--- config.mk ---
export PLATFORM = sky130hd
export DESIGN_NAME = cfm_ctrl_reg
export DESIGN_NICKNAME = d
export VERILOG_FILES = /design/src/rtl/cfm_pkg.sv /design/src/rtl/cfm_unlock_window.sv /design/src/rtl/cfm_lock_tracker.sv /design/src/rtl/cfm_fail_path.sv /design/src/rtl/cfm_ctrl_reg.sv
export SDC_FILE = /design/constraint.sdc
export NUM_CORES = 1
export LEC_CHECK = 0
export BUFFER_PORTS_ARGS = -buffer_cell sky130_fd_sc_hd__buf_2
export CAP_MARGIN = 20
export CORE_AREA = 2 2 39 41
export DETAILED_ROUTE_END_ITERATION = 8
export DIE_AREA = 0 0 41 43
export GPL_TIMING_DRIVEN = 0
export PLACE_DENSITY = 0.71
export SETUP_SLACK_MARGIN = 0.1
export SYNTH_ARGS = -nofsm -noshare
export SYNTH_HDL_FRONTEND = slang
export SYNTH_SLANG_ARGS = --single-unit
--- constraint.sdc ---
create_clock -name clk -period 1.5 [get_ports clk]
set_input_delay 0.225 -clock clk [delete_from_list [all_inputs] [get_ports clk]]
set_output_delay 0.225 -clock clk [all_outputs]
set_load 0.02 [all_outputs]
--- src/rtl/cfm_pkg.sv ---
package cfm_pkg;

  localparam int unsigned BYTE_W = 8;
  localparam int unsigned SEL_W  = 2;

  typedef enum logic [1:0] {
    SRC_SYSCLK   = 2'd0,
    SRC_FAST_OSC = 2'd1,
    SRC_SLOW_OSC = 2'd2,
    SRC_RESERVED = 2'd3
  } cfm_src_e;

  typedef struct packed {
    logic [SEL_W-1:0] sel;
    logic             tst;
    logic             en;
  } cfm_fields_t;

  localparam cfm_fields_t FIELDS_RST = '{sel: 2'd0, tst: 1'b0, en: 1'b0};

  // Next field value for an accepted write; frozen fields keep current value.
  function automatic cfm_fields_t cfm_apply_write(cfm_fields_t cur,
                                                 logic [3:0] wlow,
                                                 logic frozen);
    cfm_fields_t nxt;
    nxt.tst = wlow[1];
    nxt.en  = frozen ? cur.en  : wlow[0];
    nxt.sel = frozen ? cur.sel : wlow[3:2];
    return nxt;
  endfunction

  function automatic logic [BYTE_W-1:0] cfm_readback(cfm_fields_t f);
    return {4'b0000, f.sel, f.tst, f.en};
  endfunction

  function automatic logic cfm_fail_combine(logic tst, logic en, logic det);
    return tst | (det & en);
  endfunction

  function automatic logic cfm_src_ok(logic [SEL_W-1:0] sel);
    return sel != SRC_RESERVED;
  endfunction

endpackage

--- src/rtl/cfm_unlock_window.sv ---
module cfm_unlock_window #(
  parameter int unsigned             DATA_W   = 8,
  parameter logic [DATA_W-1:0]       KEY      = 8'h9E,
  parameter int unsigned             WIN_LEN  = 4
) (
  input  logic              clk,
  input  logic              rst_n,
  input  logic              prot_wr_en,
  input  logic [DATA_W-1:0] prot_wr_data,
  output logic              win_open
);
  localparam int unsigned CNT_W = $clog2(WIN_LEN + 1);
  localparam logic [CNT_W-1:0] CNT_LOAD = CNT_W'(WIN_LEN);

  logic [CNT_W-1:0] cnt_q;
  logic             key_hit;

  assign key_hit  = prot_wr_en && (prot_wr_data == KEY);
  assign win_open = (cnt_q != '0);

  always_ff @(posedge clk or negedge rst_n) begin
    if (!rst_n)        cnt_q <= '0;
    else if (key_hit)  cnt_q <= CNT_LOAD;
    else if (win_open) cnt_q <= cnt_q - 1'b1;
  end


  key_opens_chk: assert property (@(posedge clk) disable iff (!rst_n)
    key_hit |=> win_open);


  no_key_no_open_chk: assert property (@(posedge clk) disable iff (!rst_n)
    (!key_hit && !win_open) |=> !win_open);


  win_range_chk: assert property (@(posedge clk) disable iff (!rst_n)
    cnt_q <= CNT_LOAD);

endmodule

--- src/rtl/cfm_lock_tracker.sv ---
module cfm_lock_tracker (
  input  logic clk,
  input  logic rst_n,
  input  logic en_q,
  input  logic irq_fail_en,
  input  logic irq_type_nmi,
  output logic lock_cond,
  output logic locked_q,
  output logic frozen
);
  assign lock_cond = en_q && irq_fail_en && irq_type_nmi;
  assign frozen    = locked_q || lock_cond;

  always_ff @(posedge clk or negedge rst_n) begin
    if (!rst_n)         locked_q <= 1'b0;
    else if (lock_cond) locked_q <= 1'b1;
  end


  lock_sticky_chk: assert property (@(posedge clk) disable iff (!rst_n)
    locked_q |=> locked_q);


  lock_sets_chk: assert property (@(posedge clk) disable iff (!rst_n)
    lock_cond |=> locked_q);

endmodule

--- src/rtl/cfm_fail_path.sv ---
module cfm_fail_path
  import cfm_pkg::*;
(
  input  logic             tst,
  input  logic             en,
  input  logic             det_fail_in,
  input  logic [SEL_W-1:0] sel,
  output logic             force_fail,
  output logic             fail_out,
  output logic             src_valid
);
  assign force_fail = tst;
  assign fail_out   = cfm_fail_combine(tst, en, det_fail_in);
  assign src_valid  = cfm_src_ok(sel);


  always_comb begin
    det_mask_chk: assert (!( !en && !tst && fail_out));
  end

endmodule

--- src/rtl/cfm_ctrl_reg.sv ---
module cfm_ctrl_reg
  import cfm_pkg::*;
#(
  parameter logic [7:0]  UNLOCK_KEY = 8'h9E,
  parameter int unsigned UNLOCK_LEN = 4
) (
  input  logic       clk,
  input  logic       rst_n,
  input  logic       prot_wr_en,
  input  logic [7:0] prot_wr_data,
  input  logic       reg_wr_en,
  input  logic [7:0] reg_wr_data,
  output logic [7:0] reg_rd_data,
  input  logic       irq_fail_en,
  input  logic       irq_type_nmi,
  input  logic       det_fail_in,
  output logic       mon_enable,
  output logic [1:0] mon_src_sel,
  output logic       mon_src_valid,
  output logic       force_fail,
  output logic       fail_out
);
  cfm_fields_t fields_q;
  logic        win_open;
  logic        wr_fire;
  logic        lock_cond;
  logic        locked_q;
  logic        frozen;
  logic [3:0]  wr_rsvd;

  assign wr_fire = reg_wr_en && win_open;
  assign wr_rsvd = reg_wr_data[7:4];

  cfm_unlock_window #(
    .DATA_W  (BYTE_W),
    .KEY     (UNLOCK_KEY),
    .WIN_LEN (UNLOCK_LEN)
  ) u_window (
    .clk          (clk),
    .rst_n        (rst_n),
    .prot_wr_en   (prot_wr_en),
    .prot_wr_data (prot_wr_data),
    .win_open     (win_open)
  );

  cfm_lock_tracker u_lock (
    .clk          (clk),
    .rst_n        (rst_n),
    .en_q         (fields_q.en),
    .irq_fail_en  (irq_fail_en),
    .irq_type_nmi (irq_type_nmi),
    .lock_cond    (lock_cond),
    .locked_q     (locked_q),
    .frozen       (frozen)
  );

  always_ff @(posedge clk or negedge rst_n) begin
    if (!rst_n)       fields_q <= FIELDS_RST;
    else if (wr_fire) fields_q <= cfm_apply_write(fields_q, reg_wr_data[3:0], frozen);
  end

  assign reg_rd_data = cfm_readback(fields_q);
  assign mon_enable  = fields_q.en;
  assign mon_src_sel = fields_q.sel;

  cfm_fail_path u_fail (
    .tst         (fields_q.tst),
    .en          (fields_q.en),
    .det_fail_in (det_fail_in),
    .sel         (fields_q.sel),
    .force_fail  (force_fail),
    .fail_out    (fail_out),
    .src_valid   (mon_src_valid)
  );


  closed_write_ignored_chk: assert property (@(posedge clk) disable iff (!rst_n)
    !wr_fire |=> $stable(reg_rd_data));


  frozen_hold_chk: assert property (@(posedge clk) disable iff (!rst_n)
    frozen |=> ($stable(mon_enable) && $stable(mon_src_sel)));


  frozen_tst_chk: assert property (@(posedge clk) disable iff (!rst_n)
    (wr_fire && frozen) |=> (force_fail == $past(reg_wr_data[1])));


  upper_zero_chk: assert property (@(posedge clk) disable iff (!rst_n)
    (wr_fire && (wr_rsvd != 4'd0)) |=> (reg_rd_data[7:4] == 4'd0));

endmodule

### Yosys cells after proc, flatten, opt, wreduce, memory -nomap -nowiden

Cells that the tools add are included.

* flip-flop bits (word level): 8
* word-level logic and storage cells: 21
* input bits: 23
* output and inout port bits: 14

* bitwise gates (word level): 3
* mux-type cells: 2
* eq/ne operators: 2
* reduce and logical (&&, ||, !) cells: 8
* $add $sub $neg: 1

Operators by type and width (count)
* $eq 8x8->1 const B: 1
* $mux 3: 2
* $logic_and 1x1->1: 4
* $reduce_bool 3->1: 1
* $sub 3x1->3 const B: 1
* $ne 2x2->1 const B: 1
* $reduce_and 2->1: 1
* $reduce_bool 2->1: 1
* $and 1x1->1: 1
* $logic_or 1x1->1: 1
* $not 1->1: 1
* $or 1x1->1: 1

### Longest topological paths before layout

Gate-level depths: netlist (run 1).

* depth in word-level cells: 5
* gate-level depth with buffers: 5

### Cells and area by module

A second synthesis (run 1) with hierarchy kept.

* cell total of the unflattened synthesis: 43
* area total of the unflattened synthesis: 516.7 sq um

By module, submodules not included
* cfm_ctrl_reg: cells each 18, times used 1, area an instance 236.5 sq um
* cfm_unlock_window: cells each 18, times used 1, area an instance 211.5 sq um
* cfm_lock_tracker: cells each 4, times used 1, area an instance 50.0 sq um
* cfm_fail_path: cells each 3, times used 1, area an instance 18.8 sq um

### Worst setup path after synthesis (run 1)

Ideal clock, no wire load.

* kind: reg2reg
* start point: register u_window.cnt_q[0]
* end point: register fields_q (netlist bit mon_enable)
* setup time: 125 ps
* path slack: 244 ps
* arrival time: 1132 ps
* data required time: 1375 ps
* stages on the path, launching flop included: 6
* clock period less this slack: 1256 ps
* path through: dfrtp_1 inv_1 ha_1 nand2b_2 nand3_2 mux2_2

* cells in the longest elaborated chain, start to end: 3

Ends and longest elaborated chain
* start: declaration: line cfm_unlock_window.sv:15 `logic [CNT_W-1:0] cnt_q;`
* start signal: assignment: line cfm_unlock_window.sv:24 `else if (win_open) cnt_q <= cnt_q - 1'b1;`
* $reduce_bool 3->1: line cfm_unlock_window.sv:19 `assign win_open = (cnt_q != '0);`
* $logic_and 1x1->1: line cfm_ctrl_reg.sv:31 `assign wr_fire = reg_wr_en && win_open;`
* $reduce_and 2->1 (no source line)
* end signal: assignment: line cfm_ctrl_reg.sv:59 `else if (wr_fire) fields_q <= cfm_apply_write(fields_q, reg_wr_data[3:0], frozen);`
* end: declaration: line cfm_ctrl_reg.sv:23 `cfm_fields_t fields_q;`

Every way passes these cells.
A chain may end at the register's enable or synchronous reset.

### Worst setup path after layout (run 1)

Ends and elaborated chain as after synthesis.

==> metrics.md, run 1 <==
| Metric | Value |
|---|---|
| Largest net degree at the start of global routing | 9 |
| Proportion of synthesized flip-flops having asynchronous set or reset | 100% |
| Synthesis Warnings | 0 |
| Maximum cell stage delay along the critical path | 0.38 ns |
| Final design utilization | 49.5% |
| CP Launch Type | flip-flop |
| Average routed wire per standard cell | between 10 and 15 µm |
| Number of antenna violations at the first check in global routing | 0 |
| Post-route setup TNS | 0 ns |
| Top cells by area, synth | sky130_fd_sc_hd__dfrtp_1 (43%), sky130_fd_sc_hd__buf_4 (13%), sky130_fd_sc_hd__mux2_2 (9.7%), sky130_fd_sc_hd__ha_1 (5.4%), sky130_fd_sc_hd__a31oi_2 (2.7%) |
| Number of inserted filler cells in the final layout | 140 |
| Required time at the endpoint of the critical path | 1.63 ns |
| Vias in the first global route | 455 |
| Flip-flop cell with the highest count after synthesis | sky130_fd_sc_hd__dfrtp_1 |
| Placeable core region | 1380 µm² |
| Top delay family on crit path | flip-flops |
| Layout cells sized above 1 | around 63% |
| Wirelength, routed | 1.01 mm |
| Clock tree from TritonCTS | done |
| Vertical die dimension | 43 µm |
| Most common cell after layout, fill and taps aside | sky130_fd_sc_hd__buf_2 |
| Largest clock skew in the final design | roughly 0.00079 ns |
| TritonCTS sink count | 8 |
| Cells after synthesis | 43 |
| Total number of vias | roughly 410 |
| Buffer type at the clock tree root | sky130_fd_sc_hd__clkbuf_4 |
| TritonCTS Buffers | 3 |
| Global placer's final weighted congestion | 0.647 |
| Latest clock arrival within the worst-skew pair | 0.25 ns |
| DRC | 0 |
| RSZ-0062 raised after global routing | false |
| Die Outline Area | 1760 µm² |
| Total inserted antenna cells | 0 |
| Remaining antenna violation count after routing | 0 |
| Number of optimization iterations in the first detailed-route pass | 2 |
| Buffers from clock root to sink, at most | 2 |
| First-pass GRT wire length | 1.72 mm |
| Number of max-slew violations in the final report | 0 |
| Port-buffer cells | 28 |
| Depth of the CTS H-tree | 1 |
| Result of the run | finished, final reports clean |
| Flip-flop and latch count after synthesis | 8 |
| GRT Total Usage | ~15% |
| Power density over the cells | 1820 nW/µm² |
| Category of the worst setup path capture point | flip-flop |
| Ratio of final minimum period to clock period | 88.4% |
| IO Pins | 37 |
| Synth area leader | sky130_fd_sc_hd__dfrtp_1 |
| Syn Area/Cell | 10.9 µm² |
| Ordered cell list for the critical path | inv_1, ha_2, nand2b_4, nand3_4, mux2_2 |
| CP Max Fanout | 5 |
| Hold Fails Final Rpt | 0 |
| Die Width | 41 µm |
| Standard-cell row count | 14 |
| Ratio of routed vias to standard cells | around 4.3 |
| Initial core utilization | 33.7% |
| Post-synthesis instance area | 467 µm² |
| Count of different cell masters after synthesis | 19 |
| Post-layout minimum cycle time | approximately 1.3 ns |
| Total power after layout | 1.25 mW |
| Buffers inserted by post-CTS timing repair | 0 |
| Reg clk slew, reported paths | 0.05 ns |
| Leading cell types in the layout, fill and taps excluded | sky130_fd_sc_hd__buf_2 (28), sky130_fd_sc_hd__buf_4 (8), sky130_fd_sc_hd__dfrtp_1 (8), sky130_fd_sc_hd__mux2_2 (4), sky130_fd_sc_hd__conb_1 (4) |
| Total placed cells including tap cells | 90 |
| Nets@finish | 105 |
| Worst Hold Class | primary input to flip-flop |
| Max-Cap Viols | 0 |
| Setup-failing EPs final | 0 |
| Worst Path Arrival | approximately 1.5 ns |
| Cell with the biggest individual delay on the critical path | sky130_fd_sc_hd__dfrtp_1 |
| Number of enable-type register cells in the synthesized netlist | 0 |
| Number of buffers and inverters on the critical path | 1 |
| 1st-iter DRT viols | 2 |
| Overflow after GRT | 0 |
| Start-to-end type of the worst setup path | flip-flop to flip-flop |
| Post-synth top area share | between 40% and 50% |
| Slack of the worst reg-to-reg path | 0.17 ns |
| Post-layout instance count excluding filler cells | 94 |
| Layout overhead on the synthesized area | 46.9% |
| Max Freq | 0.754 GHz |
| Peak ir drop on the vdd network | 0.893 mV |
| LEAKAGE | 0.361 nW |
| Sequential cell area fraction in the yosys report | approximately 43% |
==> synthesized netlist by cell type, types with 2 or more instances <==
| cell type | n |
|---|---|
| sky130_fd_sc_hd__nand2_1 | 3 |
| sky130_fd_sc_hd__ha_1 | 2 |
| sky130_fd_sc_hd__buf_4 | 8 |
| sky130_fd_sc_hd__dfrtp_1 | 8 |
| sky130_fd_sc_hd__nor2_1 | 3 |
| sky130_fd_sc_hd__mux2_2 | 4 |
| sky130_fd_sc_hd__inv_1 | 3 |
==> worst register-to-register path, stage by stage (launching register included) <==
cell and delay, ns:
sky130_fd_sc_hd__dfrtp_1 0.38, sky130_fd_sc_hd__inv_1 0.10, sky130_fd_sc_hd__ha_2 0.21, sky130_fd_sc_hd__nand2b_4 0.09
sky130_fd_sc_hd__nand3_4 0.10, sky130_fd_sc_hd__mux2_2 0.33
==> stage by stage <==
stage / setup slack, ns / hold WS, ns / instance area [µm²]
3_5_place_dp: 0.149 / 0.0845 / 638
2_1_floorplan: 0.244 / -0.0706 / 478
5_1_grt: 0.102 / 0.200 / 686
3_3_place_gp: 0.175 / 0.0741 / 638
4_1_cts: 0.135 / 0.197 / 671
6_report: 0.174 / 0.204 / 686
==> repair_timing <==
item | 4_1_cts | 5_1_grt
resized for setup | 0 | 3
setup endpoints to repair | 0 | 4
hold buffers | 1 | 0
hold endpoints to repair | 8 | 0
==> cell type report <==
type | count | area (µm²) | share of cell area, %
multi-input cells | 27 | 221 | 32.3
flip-flops and latches | 8 | 200 | 29.2
repair buffers | 29 | 150 | 21.9
plain buffers | 8 | 60.1 | 8.76
clock buffers | 3 | 22.5 | 3.28
well taps | 16 | 20.0 | 2.92
inverters | 3 | 11.3 | 1.64
==> final timing paths <==
kind                              startpoint               to  depth (start not counted)
max in group asynchronous              rst_n       mon_enable                          2
max reg2reg                u_window.cnt_q[0]       mon_enable                          5
min reg2reg                  u_lock.locked_q  u_lock.locked_q                          2
max                        u_window.cnt_q[0]       mon_enable                          5
min in group asynchronous              rst_n   mon_src_sel[0]                          2
min                           reg_wr_data[2]   mon_src_sel[0]                          2
==> registers in the layout, indices dropped and copies added, names as in the netlist <==
name / cells
reg_rd_data: 1
mon_enable: 1
u_window.cnt_q: 3
mon_src_sel: 2
u_lock.locked_q: 1
==> layer usage <==
layer  routed length [µm]  vias to the layer above  GRT usage [%]
met5                    0                        -              0
met4                    0                        0           6.67
met3                   40                        0           4.71
met2                  626                        8           25.3
met1                  342                      196           15.0
li1                     -                      203              -
==> power breakdown <==
part	switching (mW)	internal, mW
Combinational	0.368	0.332
Sequential	0.0777	0.313
Clock	0.0683	0.0912
==> cell families after synthesis <==
kind of cell | Yosys count | share of synthesized area, %
simple gates | 12 | 16.1
flops | 8 | 42.9
compound gates | 4 | 8.04
fa+ha+maj | 2 | 5.36
xor+xnor | 1 | 1.88
mux | 4 | 9.65
buf+inv | 11 | 15.3
other cells | 1 | 0.804
Note: power is estimated with default switching activity, not from simulation.
==> run 2, diff against run 1 <==
Settings changed: ABC_AREA from default to 1, CORE_AREA 2 2 39 41 to default, CORE_MARGIN from default to 2, CORE_UTILIZATION from default to 39, DIE_AREA 0 0 41 43 to default, PLACE_DENSITY 0.71 to 0.75.
==> metrics.md, run 2 <==
| Metric | Value |
|---|---|
| Result of the run | finished, final reports clean |
| Largest Register | u_window.cnt_q |
| Port-buffer cells | 28 (unchanged) |
| Flip-flop and latch count after synthesis | 8 (unchanged) |
| Count of different cell masters after synthesis | 15 (-4) |
| XOR/XNOR share of the synthesized area | 0% (-1.9 points) |
| Flip-flop cell with the highest count after synthesis | sky130_fd_sc_hd__dfrtp_1 |
| Layout cells sized above 1 | 42.3% (-21 points) |
| Number of buffers and inverters on the critical path | 1 (unchanged) |
| Remaining antenna violation count after routing | 0 (unchanged) |
| Cell with the biggest individual delay on the critical path | sky130_fd_sc_hd__dfrtp_1 |
| Sequential cell area fraction in the yosys report | 37.8% (-5.1 points) |
| Number of flip-flops under the largest register name | 3 (unchanged) |
| Peak ir drop on the vdd network | 0.689 mV (-23%) |
| Buffers from clock root to sink, at most | 2 (unchanged) |
| Number of optimization iterations in the first detailed-route pass | 2 (unchanged) |
| Post-synth top area share | 37.8% (-5.1 points) |
| Layout overhead on the synthesized area | 38.3% |
| Top cells by area, synth | sky130_fd_sc_hd__dfrtp_1 (38%), sky130_fd_sc_hd__nand2_1 (13%), sky130_fd_sc_hd__buf_4 (11%), sky130_fd_sc_hd__inv_1 (8.5%), sky130_fd_sc_hd__nand2_4 (6.4%) |
| TritonCTS sink count | 8 (unchanged) |
| Worst hold slack across all endpoints | 0.172 ns (-0.0317 ns) |
| Ordered cell list for the critical path | a21o_1, buf_2 |
| Depth of the CTS H-tree | 1 (unchanged) |
| Synthesis Warnings | 0 (unchanged) |
| Ratio of routed vias to standard cells | 4.17 (-3.7%) |
| Max Freq | 0.822 GHz (+9.1%) |
| Synth Area in Compound Gates | 7.57% (-0.48 points) |
| Reg-to-reg critical path startpoint | u_window.cnt_q[0] |
| Syn Area/Cell | 7.67 µm² (-29%) |
| Wirelength, routed | 984 µm (-2.5%) |
| Largest clock skew in the final design | 0.00823 ns (+0.00744 ns) |
| Min-delay src | reg_wr_data[3] |
| Setup-failing EPs final | 0 (unchanged) |
| CP Max Fanout | 5 (unchanged) |
| Worst Path Arrival | 0.99 ns (-0.47 ns) |
| Standard-cell row count | 13 (-1) |
| Post-route setup TNS | 0 ns (unchanged) |
| Vias in the first global route | 423 (-7.0%) |
| Most numerous cell types in the synthesized netlist | sky130_fd_sc_hd__nand2_1 (18), sky130_fd_sc_hd__inv_1 (12), sky130_fd_sc_hd__buf_4 (8), sky130_fd_sc_hd__dfrtp_1 (8), sky130_fd_sc_hd__nor2_1 (5) |
| Total number of vias | 496 (+22%) |
| Number of enable-type register cells in the synthesized netlist | 0 (unchanged) |
| Post-detail-place hpwl | 821 µm |
| 1st-iter DRT viols | 4 (+2) |
| Top delay family on crit path | flip-flops |
| Dominant combinational cell family by area after synthesis | simple AND/OR/NAND/NOR gates |
| Cells after synthesis | 69 (+60%) |
| Start-to-end type of the worst setup path | flip-flop to output port |
| Average routed wire per standard cell | 8.27 µm (-23%) |
| Reg clk slew, reported paths | 0.06 ns (about the same) |
| RSZ-0062 raised after global routing | false |
| Number of antenna violations at the first check in global routing | 0 (unchanged) |
| Ratio of final minimum period to clock period | 81.1% (-7.4 points) |
| Placeable core region | 1280 µm² (-7.1%) |
| Post-synthesis share of cell area spent on full adders, half adders and majority gates | 4.73% (-0.63 points) |
| Buffer type at the clock tree root | sky130_fd_sc_hd__clkbuf_4 |
| Largest net degree at the start of global routing | 9 (unchanged) |
| Die Outline Area | 1670 µm² (-5.4%) |
| Global placer's final weighted congestion | 0.640 (-1.1%) |
| Synth area leader | sky130_fd_sc_hd__dfrtp_1 |
| Initial core utilization | 41.2% (+7.5 points) |
| Die Width | 40.8 µm (-0.39%) |
| Latest clock arrival within the worst-skew pair | 0.26 ns (about the same) |
| Nets@finish | 131 (+25%) |
| TritonCTS Buffers | 3 (unchanged) |
| Vertical die dimension | 40.8 µm (-5.0%) |
| Share of synthesized cell area in and, or, nand and nor gates | 28.6% (+13 points) |
| IO Pins | 37 (unchanged) |
| DRC | 0 (unchanged) |
| Resize count post-CTS | 0 (unchanged) |
| Post-synthesis instance area | 529 µm² (+13%) |
| GRT Total Usage | 15.4% (+0.65 points) |
| Post-layout minimum cycle time | 1.22 ns (-0.110 ns) |
| CP Launch Type | flip-flop |
| Number of max-slew violations in the final report | 0 (unchanged) |
| Overflow after GRT | 0 (unchanged) |
| Power density over the cells | 1230 nW/µm² (-33%) |
| Leading cell types in the layout, fill and taps excluded | sky130_fd_sc_hd__buf_2 (28), sky130_fd_sc_hd__nand2_1 (18), sky130_fd_sc_hd__inv_1 (12), sky130_fd_sc_hd__buf_4 (8), sky130_fd_sc_hd__dfrtp_1 (8) |
| Required time at the endpoint of the critical path | 1.27 ns (-0.36 ns) |
| Clock tree from TritonCTS | done |
| LEAKAGE | 0.454 nW (+26%) |
| Total inserted antenna cells | 0 (unchanged) |
| Max-Cap Viols | 0 (unchanged) |
| Most common cell after layout, fill and taps aside | sky130_fd_sc_hd__buf_2 |
| Critical path launch point | mon_enable |
| Fraction of synthesized area in multiplexers | 0% (-9.7 points) |
| First-pass GRT wire length | 1.56 mm (-9.3%) |
| Worst Hold Class | primary input to flip-flop |
| Maximum cell stage delay along the critical path | 0.42 ns (+0.04 ns) |
| Category of the worst setup path capture point | output port |
| Proportion of synthesized flip-flops having asynchronous set or reset | 100% (unchanged) |
| Hold Fails Final Rpt | 0 (unchanged) |
| Most frequent cell after synthesis | sky130_fd_sc_hd__nand2_1 |
-- run 2: tightest hold or removal path, cell delays in order --
cell                      delay [ns]
sky130_fd_sc_hd__buf_2          0.07
sky130_fd_sc_hd__nand2_1        0.04
sky130_fd_sc_hd__nand2_1        0.05
-- run 2: what timing repair did --
item	CTS	global route
hold buffers	1	0
buffers inserted	0	0
hold endpoints to repair	8	0
-- run 2: final cells by class --
type	instances	area (µm²)
fill	129	553
timing repair buffer	29	150
inverter	13	48.8
clock buffer	3	22.5
sequential	8	200
tap	15	18.8
buffer	8	60.1
multi-input combinational	43	231
-- run 2: layer usage --
metal | track usage (%) | vias up | part of all wire, %
li1 | - | 265 | -
met1 | 15.6 | 215 | 39
met2 | 25.4 | 16 | 54
met3 | 6.52 | 0 | 7.1
met4 | 10.0 | 0 | 0
met5 | 0 | - | 0
-- run 2: metrics by stage --
| stage | worst slack, ns | utilization [%] | std cells | total power, mW | area (µm²) |
|---|---|---|---|---|---|
| CTS | 0.270 | 57.0 | 119 | 0.911 | 732 |
| detailed placement | 0.311 | 54.4 | 115 | 0.736 | 699 |
| global placement | 0.345 | 54.4 | 115 | 0.722 | 699 |
| floorplan | 0.418 | - | 72 | 0.634 | 541 |
| global route | 0.192 | 57.0 | 119 | 1.01 | 732 |
| finish | 0.284 | 57.0 | 119 | 0.899 | 732 |
-- run 2: kinds of logic after synthesis --
logic type,Yosys count
simple gates,31
buf+inv,21
flops,8
compound gates,6
fa+ha+maj,2
other cells,1
-- run 2: final timing paths --
path	end	slack [ns]	cells past startpoint
setup / recovery	fail_out	0.28	2
hold / removal	mon_src_sel[1]	0.17	3
setup reg to reg	mon_src_sel[0]	0.32	6
hold reg to reg	u_lock.locked_q	0.50	2
max in group asynchronous	mon_src_sel[0]	1.00	2
min in group asynchronous	u_lock.locked_q	0.33	2
-- run 2: where the power goes --
| part | leakage, nW | internal (mW) | switching (mW) |
|---|---|---|---|
| Combinational | 0.357 | 0.173 | 0.261 |
| Sequential | 0.0831 | 0.270 | 0.0284 |
| Clock | 0.0138 | 0.0916 | 0.0749 |
| Total | 0.454 | 0.535 | 0.364 |
